===== src/rtl/rdchk_pkg.sv =====
`timescale 1ns/1ps
package rdchk_pkg;
    typedef enum logic [1:0] {
        ST_RUN   = 2'd0,
        ST_ISSUE = 2'd1,
        ST_WAIT  = 2'd2,
        ST_HOLD  = 2'd3
    } rr_state_e;

    localparam int CLR_W   = 4;
    localparam int CLR_PNF = 0;
    localparam int CLR_TOT = 1;
    localparam int CLR_FF  = 2;
    localparam int CLR_RR  = 3;
endpackage


===== src/rtl/rdchk_fsm.sv =====
`timescale 1ns/1ps
module rdchk_fsm
    import rdchk_pkg::*;
#(
    parameter int AW = 32
) (
    input  logic          clk,
    input  logic          rst_n,
    input  logic          rsp_valid,
    input  logic          mismatch,
    input  logic [AW-1:0] rsp_addr,
    input  logic          worm_en,
    input  logic          clr_rr,
    output rr_state_e     state_o,
    output logic [AW-1:0] halt_addr,
    output logic          reread_req,
    output logic          traffic_stop,
    output logic          take_reread
);
    rr_state_e state_q, state_d;

    always_comb begin
        state_d = state_q;
        unique case (state_q)
            ST_RUN:   if (mismatch && worm_en) state_d = ST_ISSUE;
            ST_ISSUE: state_d = ST_WAIT;
            ST_WAIT:  if (rsp_valid) state_d = ST_HOLD;
            ST_HOLD:  if (clr_rr) state_d = ST_RUN;
            default:  state_d = ST_RUN;
        endcase
    end

    always_ff @(posedge clk) begin
        if (!rst_n) begin
            state_q   <= ST_RUN;
            halt_addr <= '0;
        end else begin
            state_q <= state_d;
            if (state_q == ST_RUN && mismatch && worm_en) halt_addr <= rsp_addr;
        end
    end

    always_comb begin
        state_o      = state_q;
        reread_req   = (state_q == ST_ISSUE);
        traffic_stop = (state_q != ST_RUN);
        take_reread  = (state_q == ST_WAIT) && rsp_valid;
    end

    a_r7_stop_on_fail: assert property (@(posedge clk) disable iff (!rst_n)
        (state_q == ST_RUN && mismatch && worm_en) |=> (traffic_stop && reread_req));
    a_r7_req_pulse: assert property (@(posedge clk) disable iff (!rst_n)
        reread_req |=> !reread_req);
    a_r9_stop_held: assert property (@(posedge clk) disable iff (!rst_n)
        (traffic_stop && !clr_rr) |=> traffic_stop);
endmodule


===== src/rtl/rdchk_stat.sv =====
`timescale 1ns/1ps
module rdchk_stat #(
    parameter int DW = 32,
    parameter int CW = 64
) (
    input  logic          clk,
    input  logic          rst_n,
    input  logic          cmp_en,
    input  logic [DW-1:0] diff,
    input  logic          clr_pnf,
    input  logic          clr_tot,
    output logic [DW-1:0] pnf_q,
    output logic [CW-1:0] fail_q,
    output logic [CW-1:0] tot_q
);
    logic bad;
    assign bad = cmp_en && (|diff);

    for (genvar b = 0; b < DW; b++) begin : g_pnf
        always_ff @(posedge clk) begin
            if (!rst_n) pnf_q[b] <= 1'b1;
            else        pnf_q[b] <= (clr_pnf | pnf_q[b]) & ~diff[b];
        end
    end

    always_ff @(posedge clk) begin
        if (!rst_n) begin
            fail_q <= '0;
            tot_q  <= '0;
        end else begin
            fail_q <= (clr_pnf ? '0 : fail_q) + CW'(bad);
            tot_q  <= (clr_tot ? '0 : tot_q) + CW'(cmp_en);
        end
    end

    a_r2_pnf_sticky: assert property (@(posedge clk) disable iff (!rst_n)
        !clr_pnf |=> ((pnf_q & ~$past(pnf_q)) == '0));
    a_r4_tot_step: assert property (@(posedge clk) disable iff (!rst_n)
        !clr_tot |=> (tot_q == $past(tot_q) || tot_q == $past(tot_q) + 1'b1));
    a_r3_fail_le_tot: assert property (@(posedge clk) disable iff (!rst_n)
        (!clr_pnf && !bad) |=> $stable(fail_q));
endmodule


===== src/rtl/rdchk_capture.sv =====
`timescale 1ns/1ps
module rdchk_capture #(
    parameter int DW = 32,
    parameter int AW = 32
) (
    input  logic          clk,
    input  logic          rst_n,
    input  logic          mismatch,
    input  logic [AW-1:0] rsp_addr,
    input  logic [DW-1:0] rsp_data,
    input  logic [DW-1:0] exp_data,
    input  logic          take_reread,
    input  logic          clr_ff,
    input  logic          clr_rr,
    output logic          ff_valid,
    output logic [AW-1:0] ff_addr,
    output logic [DW-1:0] ff_exp,
    output logic [DW-1:0] ff_got,
    output logic          rr_valid,
    output logic [DW-1:0] rr_data
);
    always_ff @(posedge clk) begin
        if (!rst_n) begin
            ff_valid <= 1'b0;
            ff_addr  <= '0;
            ff_exp   <= '0;
            ff_got   <= '0;
        end else if (mismatch && (!ff_valid || clr_ff)) begin
            ff_valid <= 1'b1;
            ff_addr  <= rsp_addr;
            ff_exp   <= exp_data;
            ff_got   <= rsp_data;
        end else if (clr_ff) begin
            ff_valid <= 1'b0;
            ff_addr  <= '0;
            ff_exp   <= '0;
            ff_got   <= '0;
        end
    end

    always_ff @(posedge clk) begin
        if (!rst_n) begin
            rr_valid <= 1'b0;
            rr_data  <= '0;
        end else if (take_reread) begin
            rr_valid <= 1'b1;
            rr_data  <= rsp_data;
        end else if (clr_rr) begin
            rr_valid <= 1'b0;
            rr_data  <= '0;
        end
    end

    a_r5_snapshot_held: assert property (@(posedge clk) disable iff (!rst_n)
        (ff_valid && !clr_ff) |=> (ff_valid && $stable(ff_addr) && $stable(ff_got)));
    a_r8_reread_held: assert property (@(posedge clk) disable iff (!rst_n)
        (rr_valid && !clr_rr && !take_reread) |=> $stable(rr_data));
endmodule


===== src/rtl/rdchk.sv =====
`timescale 1ns/1ps
module rdchk
    import rdchk_pkg::*;
#(
    parameter int DW = 32,
    parameter int AW = 32,
    parameter int CW = 64
) (
    input  logic               clk,
    input  logic               rst_n,
    input  logic               rsp_valid,
    input  logic [AW-1:0]      rsp_addr,
    input  logic [DW-1:0]      rsp_data,
    input  logic [DW-1:0]      exp_data,
    input  logic               worm_en,
    input  logic               test_done,
    input  logic [CLR_W-1:0]   clr,
    output logic [DW-1:0]      pnf_o,
    output logic [CW/2-1:0]    fail_cnt_lo,
    output logic [CW/2-1:0]    fail_cnt_hi,
    output logic [CW/2-1:0]    read_cnt_lo,
    output logic [CW/2-1:0]    read_cnt_hi,
    output logic               first_fail_valid,
    output logic [AW-1:0]      first_fail_addr,
    output logic [DW-1:0]      first_fail_exp,
    output logic [DW-1:0]      first_fail_got,
    output logic               traffic_stop,
    output logic               reread_req,
    output logic [AW-1:0]      reread_addr,
    output logic               reread_valid,
    output logic [DW-1:0]      reread_data,
    output logic               pass_o,
    output logic               fail_o
);
    localparam int HW = CW / 2;

    rr_state_e     state;
    logic          cmp_en, mismatch, take_reread;
    logic [DW-1:0] diff;
    logic [CW-1:0] fail_q, tot_q;

    assign cmp_en   = rsp_valid && (state == ST_RUN);
    assign diff     = cmp_en ? (rsp_data ^ exp_data) : '0;
    assign mismatch = |diff;

    rdchk_fsm #(.AW(AW)) u_fsm (
        .clk(clk), .rst_n(rst_n), .rsp_valid(rsp_valid), .mismatch(mismatch),
        .rsp_addr(rsp_addr), .worm_en(worm_en), .clr_rr(clr[CLR_RR]),
        .state_o(state), .halt_addr(reread_addr), .reread_req(reread_req),
        .traffic_stop(traffic_stop), .take_reread(take_reread)
    );

    rdchk_stat #(.DW(DW), .CW(CW)) u_stat (
        .clk(clk), .rst_n(rst_n), .cmp_en(cmp_en), .diff(diff),
        .clr_pnf(clr[CLR_PNF]), .clr_tot(clr[CLR_TOT]),
        .pnf_q(pnf_o), .fail_q(fail_q), .tot_q(tot_q)
    );

    rdchk_capture #(.DW(DW), .AW(AW)) u_cap (
        .clk(clk), .rst_n(rst_n), .mismatch(mismatch), .rsp_addr(rsp_addr),
        .rsp_data(rsp_data), .exp_data(exp_data), .take_reread(take_reread),
        .clr_ff(clr[CLR_FF]), .clr_rr(clr[CLR_RR]),
        .ff_valid(first_fail_valid), .ff_addr(first_fail_addr),
        .ff_exp(first_fail_exp), .ff_got(first_fail_got),
        .rr_valid(reread_valid), .rr_data(reread_data)
    );

    assign fail_cnt_lo = fail_q[HW-1:0];
    assign fail_cnt_hi = fail_q[CW-1:HW];
    assign read_cnt_lo = tot_q[HW-1:0];
    assign read_cnt_hi = tot_q[CW-1:HW];
    assign pass_o      = test_done && (&pnf_o);
    assign fail_o      = test_done && !(&pnf_o);

    a_r10_gated: assert property (@(posedge clk) disable iff (!rst_n)
        !test_done |-> (!pass_o && !fail_o));
    a_r10_exclusive: assert property (@(posedge clk) disable iff (!rst_n)
        !(pass_o && fail_o));
    a_r8_no_count_stopped: assert property (@(posedge clk) disable iff (!rst_n)
        (traffic_stop && !clr[CLR_TOT]) |=> $stable(tot_q));
endmodule


===== config.mk =====
export PLATFORM = sky130hd
export DESIGN_NAME = rdchk
export DESIGN_NICKNAME = d
export VERILOG_FILES = /design/src/rtl/rdchk_pkg.sv /design/src/rtl/rdchk_fsm.sv /design/src/rtl/rdchk_stat.sv /design/src/rtl/rdchk_capture.sv /design/src/rtl/rdchk.sv
export SDC_FILE = /design/constraint.sdc
export NUM_CORES = 1
export LEC_CHECK = 0
export BUFFER_PORTS_ARGS = -buffer_cell sky130_fd_sc_hd__buf_2
export CAP_MARGIN = 10
export CORE_UTILIZATION = 52
export CTS_CLUSTER_DIAMETER = 30
export CTS_CLUSTER_SIZE = 24
export DETAILED_ROUTE_END_ITERATION = 10
export PLACE_DENSITY = 0.81
export REMOVE_ABC_BUFFERS = 1
export SYNTH_ARGS = -nofsm -noshare
export SYNTH_HDL_FRONTEND = slang
export SYNTH_SLANG_ARGS = --single-unit

===== constraint.sdc =====
create_clock -name clk -period 3.73 [get_ports clk]
set_input_delay 0 -clock clk [delete_from_list [all_inputs] [get_ports clk]]
set_output_delay 0 -clock clk [all_outputs]
set_load 0.005 [all_outputs]

# After elaboration in Yosys (flattened, before gate mapping)

Index checks and enable logic that the tools add are counted.

$add $sub $neg: 2
Equal/unequal tests: 6
Multiplexer cells: 17
Bitwise gates (word level): 97
Reductions and logical operators: 19

Operators by type and width:

| operator                                      | count |
|---|---|
| two-way mux 32 bit                            | 7 |
| adder 64 x 1 -> 64 bit                        | 2 |
| two-way mux 64 bit                            | 2 |
| bitwise AND 1 bit                             | 32 |
| inverter 1 bit                                | 32 |
| bitwise OR 1 bit                              | 32 |
| AND reduction 32 bit                          | 1 |
| OR reduction 32 bit                           | 1 |
| XOR 32 bit                                    | 1 |
| logical AND 1 bit                             | 9 |
| one-hot mux 2 bit (4 select lines)            | 1 |
| two-way mux 2 bit                             | 3 |
| nonzero test 2 bit                            | 3 |
| == test 2 bit, second input constant          | 2 |
| two-way mux 1 bit                             | 4 |
| != test 2 bit, second input constant          | 2 |
| AND reduction 3 bit                           | 1 |
| == test 2 x 1 -> 1 bit, second input constant | 1 |
| zero test 1 bit                               | 2 |
| zero test 2 bit                               | 1 |
| != test 2 x 1 -> 1 bit, second input constant | 1 |
| logical OR 1 bit                              | 1 |

Register bits: 324
Input port bits: 105
Output and inout port bits: 326
Logic and storage cells: 183

# Longest topological paths before layout

Word-level depth: 7
Mapped depth: 15

# Cells and area by module

A second synthesis with hierarchy kept.

Cells, all modules: 1859
Area total of the unflattened synthesis: 15120.8 um^2

By module, submodules not included:

| module        | instances | cells an instance | area each (um^2) |
|---|---|---|---|
| rdchk_stat    | 1         | 1030              | 8201.6 |
| rdchk_capture | 1         | 577               | 4867.2 |
| rdchk_fsm     | 1         | 159               | 1481.4 |
| rdchk         | 1         | 93                | 570.5 |

# Least setup slack after synthesis

No wires, ideal clock.

Kind: register to register
Start: register u_fsm.state_q[0] (netlist: u_fsm.state_o[0])
End: register u_stat.fail_q[60]
Arrival: 2951 ps
Slack: 708 ps
Cell stages (with the launch flop): 15
Period minus slack after synthesis: 3022 ps
Path through: dfxtp_1 inv_1 ha_1 nand2_1 inv_1 nand2_1 inv_1 ha_1 ha_1 and3_1 and4_1 nand3_1 or4_1 or4_1 a21oi_1

Longest elaborated chain between the ends: 6

RTL lines:

| what                     | line             | RTL |
|---|---|---|
| start, declared          | rdchk_fsm.sv:20  | `rr_state_e state_q, state_d;` |
| start signal, assigned   | rdchk_fsm.sv:38  | `state_q <= state_d;` |
| zero test 2 bit *        | rdchk.sv:42      | `assign cmp_en = rsp_valid && (state == ST_RUN);` |
| logical AND 1 bit *      | rdchk.sv:42      |  |
| two-way mux 32 bit       | rdchk.sv:43      | `assign diff = cmp_en ? (rsp_data ^ exp_data) : '0;` |
| OR reduction 32 bit      | rdchk_stat.sv:17 | `assign bad = cmp_en && (\|diff);` |
| logical AND 1 bit *      | rdchk_stat.sv:17 |  |
| adder 64 x 1 -> 64 bit * | rdchk_stat.sv:31 | `fail_q <= (clr_pnf ? '0 : fail_q) + CW'(bad);` |
| end signal, assigned     | rdchk_stat.sv:31 |  |
| end, declared            | rdchk_stat.sv:13 | `output logic [CW-1:0] fail_q,` |

Every way passes the cells marked *; elsewhere a longest branch is shown, timed or not.
A chain may end at the register's enable or synchronous reset.

# Worst setup path after layout

Start: register u_fsm.state_q[1] (netlist: u_fsm.state_o[1])
End: register u_stat.fail_q[60]

The elaborated chain is that of the path after synthesis.

==> metrics.yaml <==
setup_viol_count_final: 0
cts.htree.levels: 3
critPathCaptureType: "register"
num_io_pins: 431
synth_xor_area_share_pct: 8.37
path_clk_slew_ns: 0.05
tns_ns: 0
routed_wirelength_mm: 49.6
postPlaceCellArea_um2: 16600
arrival_ns: 3.89
port_buffers: 430
critical_path_class: "reg2reg"
drt_iter0_markers: 1304
die_w_um: 167
synth.area.mux_share_pct: 2.47
tightest_slew_ns: 0.994
die_y_um: 167
hp-class: "in2reg"
grt-ovfl-total: 0
synth_top_area_share_pct: 45.6
synth_area_per_cell_um2: 8.68
netlist_area_um2: 14200
fin_skew_ns: 0.0328
synth.most_common_cell: "dfxtp_1"
clockBufferDepth: 3
worst_slack_ns: 0.317
cts_tree: "done"
cts_hold_buf: 101
design_area_um2: 19900
cp_top_family: "simple AND/OR/NAND/NOR gates"
synthAdderAreaFrac_pct: 0.791
synth_edf_count: 0
min_from: "clr[3]"
design.core.area_um2: 26900
gp_congestion: 0.857
holdWs_ns: 0.136
final-hold-violation-count: 0
fill_cells: 1810
timing.rr.start: "u_fsm.state_o[1]"
ys_seq_area_share_pct: 45.6
drv_slew: 0
cts_resized: 0
grt_max_degree: 196
cp_num_buf_inv: 3
drive_gt1_share_pct: 26.4
synth_flop_cell: "dfxtp_1"
dp_hpwl_mm: 29.4
synth_area_leaders: "dfxtp_1 46%, xnor2_1 7.1%, nand4b_1 6.1%, nand2_1 5.5%, o21ai_0 4.0%"
critPathSlowestCell: "or4_1"
ir_worst_vdd_v: 0.000410
vias_per_cell: 5.88
grt_antenna_before_repair: 4
critPathMaxStageDelay_ns: 0.56
ys_ff_latch: 324
synthSimpleGateAreaFrac_pct: 30.5
cts_made_buffers: 67
nets: 2258
leakage_nw: 8.13
initial_utilization_pct: 52.9
fin_util_pct: 73.9
grt_pass1_vias: 14700
yosysWarningCount: 0
synth_largest_area_cell: "dfxtp_1"
synth_common_cells: "324 x dfxtp_1, 208 x nand2_1, 115 x xnor2_1, 113 x o21ai_0, 103 x clkbuf_1"
syn_inst: 1640
postCtsSetupBuffers: 0
cp.required_ns: 4.21
synth_cell_type_count: 45
cp_cell_sequence: "inv_1 > ha_1 > nand2_1 > inv_1 > nand2_1 > inv_1 > ha_1 > ha_1 > and3_1 > and4_1 > nand3_1 > or4_1 > or4_1 > a21oi_1"
track_usage_pct: 34.0
routedWlPerCell_um: 19.5
syn2layout_area_growth_pct: 39.7
cap_violations: 0
dp_slack_ns: 0.356
drc: 0
dieArea_um2: 28000
worstSetupStartpoint: "u_fsm.state_o[1]"
fin_cells: 2542
vias: 14900
clock_latency_ns: 0.55
dp.cells: 2314
fmax_mhz: 293
powerDensity_nw_per_um2: 584
ant_nets: 0
grt_first_pass_wirelength_mm: 77.1
post-route-min-period_ns: 3.41
total_power_mw: 11.6
relSlewSlack_pct: 33.7
critPathLaunchType: "register"
firstDrtPassIters: 6
synth_compound_area_share_pct: 8.34
rows: 60
status: "finished, final reports clean"
synth_async_sr_flop_share_pct: 0
clock-sinks: 324
rsz0062_at_grt: "false"
synth_top_family_by_area: "simple AND/OR/NAND/NOR gates"
crit_fanout: 9
period_share_pct: 91.5
cts_root_buffer: "clkbuf_16"
cell families after synthesis:
family                     after synthesis
xor gates and xnor gates               136
and+or+nand+nor                        786
adders and majority gates                9
muxes                                   35
AOI/OAI and AO/OA                      206
buffers and inverters                  144
DFF                                    324
final timing paths:
kind                             to  slack [ns]  depth (start not counted)
setup / recovery  u_stat.fail_q[60]        0.32                         14
hold / removal     u_cap.rr_data[3]        0.14                          5
setup reg to reg  u_stat.fail_q[60]        0.32                         14
hold reg to reg    u_cap.rr_data[3]        0.48                          2
per-layer routing:
metal | track usage (%) | wire, um | vias up
met3 | 8.96 | 4470 | 250
met2 | 56.2 | 23300 | 895
met1 | 38.8 | 18500 | 7071
li1 | - | - | 6731
met5 | 0 | 0 | -
met4 | 22.4 | 3280 | 0
final cells by class:
class,instances,area [um2],share of cell area [%]
Clock inverter,39,442,2.22
Sequential cell,324,6490,32.6
Antenna cell,4,10.0,0.0504
Tap cell,341,427,2.15
Timing Repair Buffer,550,3360,16.9
Multi-Input combinational cell,1172,7210,36.3
Clock buffer,83,1830,9.20
Inverter,29,109,0.548
worst min-delay path: stages:
cell,delay (ns)
buf_2,0.08
clkinv_1,0.05
buf_4,0.27
nand3_1,0.14
a21boi_0,0.07
registers in the layout, indices dropped and copies added, names as in the netlist:
register,count
u_cap.ff_addr,32
u_fsm.halt_addr,32
u_cap.rr_valid,1
u_cap.ff_valid,1
u_stat.pnf_q,32
u_cap.rr_data,32
u_cap.ff_got,32
u_fsm.state_o,2
u_stat.fail_q,64
u_cap.ff_exp,32
u_stat.tot_q,64
report_power, final:
part	internal, mW	total [mW]	switching [mW]	leakage, nW
logic	0.659	1.67	1.01	4.39
clock network	3.93	5.95	2.03	1.10
registers	3.77	3.98	0.210	2.63
placed cells by master, fill, tap and decap left out, types with 12 or more instances in the layout:
master	instances
dfxtp_1	324
clkbuf_16	68
buf_4	16
xnor2_1	115
and3_1	21
nand4_1	40
o21ai_0	113
nand2_1	208
dlygate4sd3_1	101
and2_1	46
nor2_1	90
nand3_1	77
nor3_1	32
xor2_1	21
o22ai_1	32
inv_1	28
nand2b_1	32
mux2i_1	34
a21boi_0	38
a21oi_1	16
nand4b_1	99
nor4_1	39
nor2b_1	53
clkinv_2	12
buf_2	429
or3_1	22
Power figures use the tool's default switching activity.
